==> src/rtl/edge_freq_meter.sv <==
module edge_freq_meter #(
  parameter int NCH  = 3,
  parameter int PINS = 8,
  parameter int CW   = 20
) (
  input  logic                           clk,
  input  logic                           rst_n,
  input  logic [NCH*PINS-1:0]            pin_in,
  input  logic [NCH*$clog2(PINS)-1:0]    pin_sel,
  input  logic [NCH-1:0]                 ch_en,
  input  logic                           sample_stb,
  output logic [NCH*CW-1:0]              count,
  output logic [NCH-1:0]                 ovf,
  output logic                           count_valid
);
  localparam int SW = $clog2(PINS);
  localparam logic [CW-1:0] PRE = {CW{1'b1}};

  logic [NCH*PINS-1:0] sync1, sync2;
  logic [1:0] ph;
  wire frz = ph != 2'd0;
  wire rd  = ph == 2'd2;

  always_ff @(posedge clk) begin
    if (!rst_n) begin
      sync1 <= '0;
      sync2 <= '0;
      ph <= 2'd0;
      count_valid <= 1'b0;
    end else begin
      sync1 <= pin_in;
      sync2 <= sync1;
      count_valid <= rd;
      case (ph)
        2'd0:    if (sample_stb) ph <= 2'd1;
        2'd1:    ph <= 2'd2;
        default: ph <= 2'd0;
      endcase
    end
  end

  for (genvar g = 0; g < NCH; g++) begin : g_ch
    logic [SW-1:0] sel_q;
    logic          prev, pend, sat;
    logic [CW-1:0] cnt;
    wire [PINS-1:0] grp = sync2[g*PINS +: PINS];
    wire [SW-1:0]   sel_in = pin_sel[g*SW +: SW];
    wire cur    = grp[sel_q];
    wire rise   = cur & ~prev & ch_en[g];
    wire selchg = !ch_en[g] && (sel_in != sel_q);

    always_ff @(posedge clk) begin
      if (!rst_n) begin
        sel_q <= '0;
        prev  <= 1'b0;
        pend  <= 1'b0;
        sat   <= 1'b0;
        cnt   <= PRE;
        count[g*CW +: CW] <= '0;
        ovf[g] <= 1'b0;
      end else begin
        prev <= cur;
        if (rd) begin
          count[g*CW +: CW] <= PRE - cnt;
          ovf[g] <= sat;
        end
        if (selchg) begin
          sel_q <= sel_in;
          cnt   <= PRE;
          sat   <= 1'b0;
          pend  <= 1'b0;
        end else if (rd) begin
          cnt  <= PRE - CW'(pend | rise);
          sat  <= 1'b0;
          pend <= 1'b0;
        end else if (frz) begin
          pend <= pend | rise;
        end else if (rise) begin
          if (cnt == '0) sat <= 1'b1;
          else cnt <= cnt - 1'b1;
        end
      end
    end
  end
endmodule


==> config.mk <==
export PLATFORM = sky130hd
export DESIGN_NAME = edge_freq_meter
export DESIGN_NICKNAME = d
export VERILOG_FILES = /design/src/rtl/edge_freq_meter.sv
export SDC_FILE = /design/constraint.sdc
export NUM_CORES = 1
export LEC_CHECK = 0
export BUFFER_PORTS_ARGS = -buffer_cell sky130_fd_sc_hd__buf_2
export CAP_MARGIN = 25
export CORE_ASPECT_RATIO = 1.1
export CORE_UTILIZATION = 35
export DETAILED_ROUTE_END_ITERATION = 12
export GPL_TIMING_DRIVEN = 0
export HOLD_SLACK_MARGIN = 0.08
export REMOVE_ABC_BUFFERS = 1
export SLEW_MARGIN = 20
export SYNTH_ARGS = -nofsm -noshare
export SYNTH_HDL_FRONTEND = slang
export SYNTH_SLANG_ARGS = --single-unit
export TNS_END_PERCENT = 30
==> constraint.sdc <==
create_clock -name clk -period 7.2 [get_ports clk]
set_clock_uncertainty 0.15 [all_clocks]
set_input_delay 1.44 -clock clk [delete_from_list [all_inputs] [get_ports clk]]
set_output_delay 1.44 -clock clk [all_outputs]
set_load 0.02 [all_outputs]
# Word-level counts from Yosys, hierarchy flattened
# Index checks and enable logic that the tools add are counted.
[totals] output_inout_bits=64 inputBits=39 register_bits=192 wordCells=110
[op_classes] eq_ne=10 n_reduce_logical=26 bitwise=17 addsub=9 order_cmp=3 n_mux=20
[op_table] op="2-to-1 mux 20 bit" n=12
[op_table] op="logical NOT 20 bit" n=3
[op_table] op="subtractor 20 x 1 -> 20 bit (second input constant)" n=3
[op_table] op="subtractor 20 bit (first input constant)" n=3
[op_table] op="AND reduction 3 bit" n=6
[op_table] op="less-than comparator 3 x 4 -> 1 bit (second input constant)" n=3
[op_table] op="binary-select mux 1 bit (select 3 bit)" n=3
[op_table] op="!= test 3 bit" n=3
[op_table] op="OR reduction 3 bit" n=3
[op_table] op="subtractor 1 x 2 -> 3 bit (first input constant)" n=3
[op_table] op="!= test 2 bit (second input constant)" n=4
[op_table] op="nonzero test 2 bit" n=4
[op_table] op="AND 1 bit" n=6
[op_table] op="bitwise OR 1 bit" n=6
[op_table] op="OR reduction 2 bit" n=3
[op_table] op="inverter 1 bit" n=5
[op_table] op="case mux 2 bit (2 select lines)" n=1
[op_table] op="logical AND 1 bit" n=3
[op_table] op="logical NOT 1 bit" n=3
[op_table] op="2-to-1 mux 1 bit" n=3
[op_table] op="== test 2 x 1 -> 1 bit (second input constant)" n=1
[op_table] op="== test 2 bit (second input constant)" n=1
[op_table] op="logical NOT 2 bit" n=1
[op_table] op="2-to-1 mux 2 bit" n=1
[op_table] op="!= test 2 x 1 -> 1 bit (second input constant)" n=1

# Depth between registers and ports, before layout
# Gate-level depths: netlist of the first run.
[logic_depth] ltp_word=7 mapped_depth=9 depth_no_buf=8

# Worst setup path after synthesis of the first run
# OpenSTA, ideal clock, no wires.
[synth_timing] kind="input to register" from="input port ch_en[1]" to="register g_ch[1].cnt[13]" setup_ns=0.129 required_ns=6.921 n_path_buf=3 arrival_time_ns=2.831 cell_stages=8 path_slack_ns=4.090 path_cell_list="buf_1 nor2b_1 and4_1 clkbuf_1 clkbuf_1 nand4_1 xor2_1 nand2_1"
[synth_between] elab_chain_cells=4 elab_cells_between_ends=9 classes_between="add/sub (1); mux (1); bitwise (2); reduce/logical (5)"
[synth_lines] item="start: declaration" line="10" source="input logic [NCH-1:0] ch_en,"
[synth_lines] item="AND 1 bit" line="49" source="wire rise = cur & ~prev & ch_en[g];"
[synth_lines] item="bitwise OR 1 bit" line="73" source="cnt <= PRE - CW'(pend | rise);"
[synth_lines] item="subtractor 1 x 2 -> 3 bit" line="73"
[synth_lines] item="2-to-1 mux 20 bit" line="72" source="end else if (rd) begin"
[synth_lines] item="end signal: assignment" line="73"
[synth_lines] item="end signal: assignment" line="80" source="else cnt <= cnt - 1'b1;"
[synth_lines] item="end: declaration" line="45" source="logic [CW-1:0] cnt;"
# Several ways; a longest one is shown, not always the timed one.
# A chain may end at the register's enable or synchronous reset.

# Worst setup path in the final report of the first run
[layout_timing] from="input port rst_n" to="register g_ch[0].cnt[3]"
[layout_between] elab_chain_cells=2
[layout_lines] item="start: declaration" line="7" source="input logic rst_n,"
[layout_lines] item="inverter 1 bit (no source line)"
[layout_lines] item="OR reduction 2 bit (no source line)"
[layout_lines] item="end signal: assignment" line="73"
[layout_lines] item="end signal: assignment" line="80"
[layout_lines] item="end: declaration" line="45"
# Every way passes these cells.

==> flow_summary.json, run 1 <==
{
  "status": "finished clean",
  "clk_pin_slew_ns": 0.07,
  "yosys_warnings": 0,
  "yosys-top-cells-area": "dfxtp_1, and2_1, nand2_1",
  "max_freq_mhz": 301,
  "fin_ws_ns": 3.88,
  "crit_type": "in2reg",
  "yosysSeqAreaShare_pct": 49.6,
  "cts_hold_buf": 0,
  "grt_pass1_wl_mm": 26.8,
  "cts-htree-levels": 4,
  "cp_cell_sequence": "buf_4, buf_16, nand2_1, nor2_1, buf_6, o21ai_0, a21o_1",
  "netlist_area_um2": 7740,
  "root_buffer": "clkbuf_16",
  "leakage_nw": 3.72,
  "min_path_type": "reg2reg",
  "grt-ovfl-total": 0,
  "syn_avg_cell_area_um2": 9.20,
  "cts_buffers": 17,
  "first_pass_iters": 6,
  "wl_per_cell_um": 13.1,
  "postCtsResizedCells": 0,
  "critPathArrivalTime_ns": 3.49,
  "drt_iter0_markers": 215,
  "antenna_left": 0,
  "fillCellCount": 2165,
  "vias": 5898,
  "cap_violations": 0,
  "min_period_ns": 3.32,
  "synthFlopType": "dfxtp_1",
  "layout-drive-gt1-share_pct": 17.5,
  "numPortBuffers": 102,
  "post_cts_buffers": 0,
  "wirelength_mm": 16.1,
  "synth_top_area_share_pct": 49.6,
  "power_mw": 2.15,
  "grt_antenna_before_repair": 0,
  "netlist_instances": 842,
  "report.final.slew_viol_count": 0,
  "die-area_um2": 22700,
  "worst-slew-pin-transition_ns": 0.807,
  "netlist.top_cell.by_area": "dfxtp_1",
  "post_layout_nonfiller_instances": 1223,
  "ys_top_cells_by_count": "dfxtp_1, nand2_1, and2_1",
  "finalSetupViolations": 0,
  "slew_headroom_pct": 45.8,
  "io_pins": 103,
  "hold_viol_final": 0,
  "core.rowCount": 56,
  "rsz0062_at_grt": "no",
  "hpwlAfterDp_mm": 11.0,
  "coreArea_um2": 21500,
  "num-nets-final": 966,
  "required_ns": 7.37,
  "dp_slack_ns": 3.41,
  "clk_latency_ns": 0.43,
  "vdd_drop_max_mv": 0.130,
  "place_inst": 1192,
  "synth_enable_flop_cells": 0,
  "n_antenna_cell": 0,
  "utilization_pct": 42.4,
  "cp_slowest_cell": "nor2_1",
  "synth-seq-cells": 192,
  "power_density_nw_per_um2": 236,
  "drc": 0,
  "worstPathMaxFanout": 76,
  "cts.path.max_buffers": 2,
  "die_x_um": 144,
  "gp_congestion": 0.783,
  "die-height_um": 158,
  "initial_utilization_pct": 36.0,
  "ys_types": 64,
  "grt_use_total_pct": 14.9,
  "cts_tree": "built",
  "slowest_delay_ns": 0.62,
  "grt_pass1_vias": 5527,
  "async_flop_share_pct": 0,
  "avgViaCountPerCell": 4.82,
  "synth_most_common_cell": "dfxtp_1",
  "fin_setup_tns_ns": 0,
  "critPathLaunchType": "input pin",
  "final.period_utilization_pct": 46.1,
  "area_growth_syn_to_layout_pct": 17.8,
  "cp-end-kind": "flip-flop",
  "cts_num_sinks": 192,
  "grt_max_degree": 77
}
==> sequential cells by signal (all words and copies together) (netlist names) <==
signal and cells:
sync1 24, count 60, g_ch.sat 3, g_ch.cnt 60, count_valid 1, sync2 24
g_ch.pend 3, ph 2, ovf 3, g_ch.prev 3, g_ch.sel_q 9
==> power breakdown <==
group	internal (mW)	leakage [nW]	switching [mW]
clock	0.487	0.276	0.431
sequential	1.09	1.56	0.0162
combinational	0.0530	1.88	0.0797
==> cells by family (layout without fill, tap and decap cells) <==
kind of cell	after synthesis	after routing	synth area share (%)
and+or+nand+nor	393	393	27.2
DFF	192	192	49.6
AOI/OAI and AO/OA	134	134	12.0
buffers and inverters	57	148	2.97
xor gates and xnor gates	38	38	4.30
muxes	22	22	2.89
adders and majority gates	6	6	0.969
==> worst max-delay path: cells and delay by family <==
kind	cells	cell delay [ns]
and+or+nand+nor	2	0.88
AOI/OAI and AO/OA	2	0.25
buffers and inverters	3	0.89
==> routing by layer <==
metal / vias up / wire, µm / GRT usage, %
met5: - / 0 / 0
met4: 0 / 223 / 4.71
met3: 17 / 705 / 4.33
met2: 105 / 7440 / 24.8
met1: 2708 / 7710 / 18.3
li1: 3068 / - / -
==> stage by stage <==
stage	hold slack (ns)	instance area [µm²]
2_1_floorplan	0.262	7550
3_3_place_gp	0.265	8420
4_1_cts	0.284	9120
5_1_grt	0.293	9120
6_report	0.282	9120
3_5_place_dp	0.267	8550
==> cell usage in the layout, fill, tap and decap left out, types with 5 or more instances in the layout <==
cell,synthesis,routed
a21boi_0,6,6
a21oi_1,9,9
a31oi_1,5,5
and2_1,93,93
and4_1,5,5
buf_2,4,102
clkbuf_16,0,17
dfxtp_1,192,192
ha_1,6,6
inv_1,9,9
mux2i_1,19,19
nand2_1,113,112
nand2b_1,7,7
nand3_1,22,22
nand4_1,17,17
nor2_1,36,35
nor2b_1,18,17
nor3_1,24,24
nor4_1,10,10
o211a_1,22,22
o21ai_0,49,49
o21ai_1,6,6
o31ai_1,5,5
or2_2,9,9
or3_1,8,8
or4_1,7,7
xnor2_1,20,20
xor2_1,18,18
==> cell type report <==
cell class / count / area [µm²] / share of cell area [%]
Sequential cell: 192 / 3840 / 42.1
Multi-Input combinational cell: 593 / 3700 / 40.5
Timing Repair Buffer: 108 / 612 / 6.71
Clock buffer: 17 / 425 / 4.66
Tap cell: 290 / 363 / 3.98
Clock inverter: 14 / 145 / 1.59
Inverter: 9 / 33.8 / 0.370
==> worst paths after layout <==
path	from	to	slack, ns	cells past startpoint
min	sync1[10]	sync2[10]	0.28	1
min reg2reg	sync1[10]	sync2[10]	0.28	1
max reg2reg	ph[0]	g_ch[0].cnt[3]	3.96	8
max	rst_n	g_ch[0].cnt[3]	3.88	7
(Power assumes the default switching activity.)
==> inputs of run 2 (changes only) <==
--- a/config.mk
+++ b/config.mk
@@ -5,6 +5,7 @@
 export SDC_FILE = /design/constraint.sdc
 export NUM_CORES = 1
 export LEC_CHECK = 0
+export ABC_AREA = 1
 export BUFFER_PORTS_ARGS = -buffer_cell sky130_fd_sc_hd__buf_2
 export CAP_MARGIN = 25
 export CORE_ASPECT_RATIO = 1.1
==> constraint.sdc (replaced) <==
create_clock -name clk -period 2.7 [get_ports clk]
set_clock_uncertainty 0.15 [all_clocks]
set_input_delay 0.54 -clock clk [delete_from_list [all_inputs] [get_ports clk]]
set_output_delay 0.54 -clock clk [all_outputs]
set_load 0.02 [all_outputs]
==> flow_summary.json, run 2 <==
{
  "vdd_drop_max_mv": 0.341,
  "hpwlAfterDp_mm": 14.0,
  "crit_top_cell": "nor2_2",
  "critPathLaunchType": "flip-flop",
  "report.final.slew_viol_count": 0,
  "netlist.top_cell.by_area": "dfxtp_1",
  "cts-htree-levels": 4,
  "min_to": "sync1[2]",
  "ys_top_cells_by_count": "nand2_1, dfxtp_1, inv_1",
  "place_inst": 1590,
  "initial_utilization_pct": 36.1,
  "grtUsageMet2_pct": 26.9,
  "die-height_um": 170,
  "rsz0062_at_grt": "no",
  "synthFlopType": "dfxtp_1",
  "vias": 7350,
  "min_path_type": "in2reg",
  "synth_most_common_cell": "nand2_1",
  "cts_tree": "built",
  "netlist_instances": 1211,
  "worstReg2RegEnd": "count[9]",
  "power_density_nw_per_um2": 603,
  "synth_top_area_share_pct": 43.0,
  "clk_latency_ns": 0.43,
  "yosysSeqAreaShare_pct": 43.0,
  "final.period_utilization_pct": 87.2,
  "worst-slew-pin-transition_ns": 0.658,
  "async_flop_share_pct": 0,
  "max_freq_mhz": 425,
  "die-area_um2": 26200,
  "first_pass_iters": 4,
  "grt_pass1_wl_mm": 32.2,
  "hold_viol_final": 0,
  "grt_antenna_before_repair": 0,
  "antenna_left": 0,
  "yosys-top-cells-area": "dfxtp_1, nand2_1, nand3_2",
  "numPortBuffers": 102,
  "critPathArrivalTime_ns": 2.56,
  "gp_congestion": 0.839,
  "num-nets-final": 1344,
  "use_met3_pct": 2.68,
  "cts_num_sinks": 192,
  "status": "finished clean",
  "area_growth_syn_to_layout_pct": 15.8,
  "cts.path.max_buffers": 2,
  "postCtsResizedCells": 1,
  "grt_use_met1_pct": 18.4,
  "drc": 0,
  "final_cell_mix": "nand2_1, dfxtp_1, inv_1, nor2_1, buf_2",
  "layout-drive-gt1-share_pct": 21.3,
  "ff2ff_setup_slack_ns": 0.35,
  "syn_avg_cell_area_um2": 7.38,
  "fillCellCount": 2571,
  "n_antenna_cell": 0,
  "cts_buffers": 17,
  "cp_cell_sequence": "inv_1, nor2_2, buf_8, inv_4, nor2_2, inv_2, buf_16, o21ai_0",
  "required_ns": 2.91,
  "grt-ovfl-total": 0,
  "slew_headroom_pct": 56.1,
  "drt_iter0_markers": 317,
  "wl_per_cell_um": 11.8,
  "root_buffer": "clkbuf_16",
  "leakage_nw": 5.10,
  "cts_hold_buf": 0,
  "wirelength_mm": 19.1,
  "synth-seq-cells": 192,
  "yosys_warnings": 0,
  "min_period_ns": 2.35,
  "ys_types": 38,
  "slowest_delay_ns": 0.45,
  "coreArea_um2": 24800,
  "finalSetupViolations": 0,
  "r2r-start": "ph[1]",
  "crit_type": "reg2reg",
  "utilization_pct": 41.8,
  "synth_enable_flop_cells": 0,
  "cp-end-kind": "flip-flop",
  "worstPathMaxFanout": 35,
  "hold_path_startpoint": "pin_in[2]",
  "core.rowCount": 60,
  "post_cts_buffers": 0,
  "clk_pin_slew_ns": 0.07,
  "reg.largest.list": "count x60, g_ch.cnt x60",
  "top_usage_layer": "met2",
  "holdPathStages": 3,
  "rr_worst_depth": 8,
  "cp_slowest_cell": "nor2_2",
  "cap_violations": 0,
  "avgViaCountPerCell": 4.53,
  "die_x_um": 154,
  "post_layout_nonfiller_instances": 1622,
  "final_common_cell": "nand2_1",
  "grt_pass1_vias": 6837,
  "io_pins": 103,
  "grt_max_degree": 60,
  "netlist_area_um2": 8930,
  "grt_use_total_pct": 15.2
}
## run 2: cell count changes after synthesis, moves of 15 or more
cell	previous run	this run
clkbuf_1	37	17
and2_1	93	0
inv_1	9	141
nand3_1	22	80
nor2b_1	18	0
nor2_1	36	103
o211a_1	22	0
nor3_1	24	2
a21oi_1	9	38
nand2_1	113	353
nand3_2	0	68
mux2i_1	19	0
o21ai_0	49	65
nand4_1	17	2
## run 2: critical path, delay by kind of cell (launching register included)
kind / cells / cell delay, ns
AOI/OAI and AO/OA: 1 / 0.14
buffers and inverters: 5 / 0.99
DFF: 1 / 0.33
and+or+nand+nor: 2 / 0.63
## run 2: layer usage
| metal | part of all wire (%) | vias up | wire, µm |
|---|---|---|---|
| li1 | - | 3970 | - |
| met1 | 47 | 3269 | 8970 |
| met2 | 48 | 94 | 9200 |
| met3 | 3.2 | 17 | 617 |
| met4 | 1.5 | 0 | 283 |
| met5 | 0 | - | 0 |
## run 2: final cells by class
class | count | area [µm²] | area share [%]
tap | 310 | 388 | 3.75
multi-input combinational | 828 | 4310 | 41.6
inverter | 150 | 568 | 5.49
clock inverter | 12 | 128 | 1.23
sequential | 192 | 3840 | 37.2
clock buffer | 20 | 447 | 4.32
timing repair buffer | 110 | 664 | 6.42
## run 2: through the flow
step           power (mW)  cell area (µm²)  hold WS, ns  worst slack [ns]  setup TNS, ns
6_report             6.24            10300        0.132             0.346              0
5_1_grt              6.55            10300        0.121            0.0950              0
4_1_cts              6.34            10300        0.110             0.259              0
3_5_place_dp         3.85             9770        0.245            -0.488         -11.92
3_3_place_gp         3.81             9590        0.245             -4.28        -315.19
2_1_floorplan        3.63             8700        0.240             -1.01         -41.65
## run 2: where the power goes
group	total, mW	internal (mW)	switching (mW)
Combinational	0.715	0.264	0.452
Sequential	3.06	2.95	0.113
Clock	2.46	1.32	1.14
## run 2: worst max path at each step
stage	end	slack, ns	depth (start not counted)	from
floorplan	g_ch[1].cnt[17]	-1.01	5	rst_n
global placement	g_ch[1].cnt[17]	-4.28	6	rst_n
detailed placement	g_ch[1].cnt[17]	-0.49	7	rst_n
CTS	count[9]	0.26	8	ph[1]
global route	count[9]	0.09	8	ph[1]
finish	count[9]	0.35	8	ph[1]
## run 2: cells by family after synthesis
kind of cell               share of synthesized area (%)
and+or+nand+nor                                     37.5
DFF                                                 43.0
buffers and inverters                               8.99
AOI/OAI and AO/OA                                   7.93
xor gates and xnor gates                            1.76
adders and majority gates                          0.840
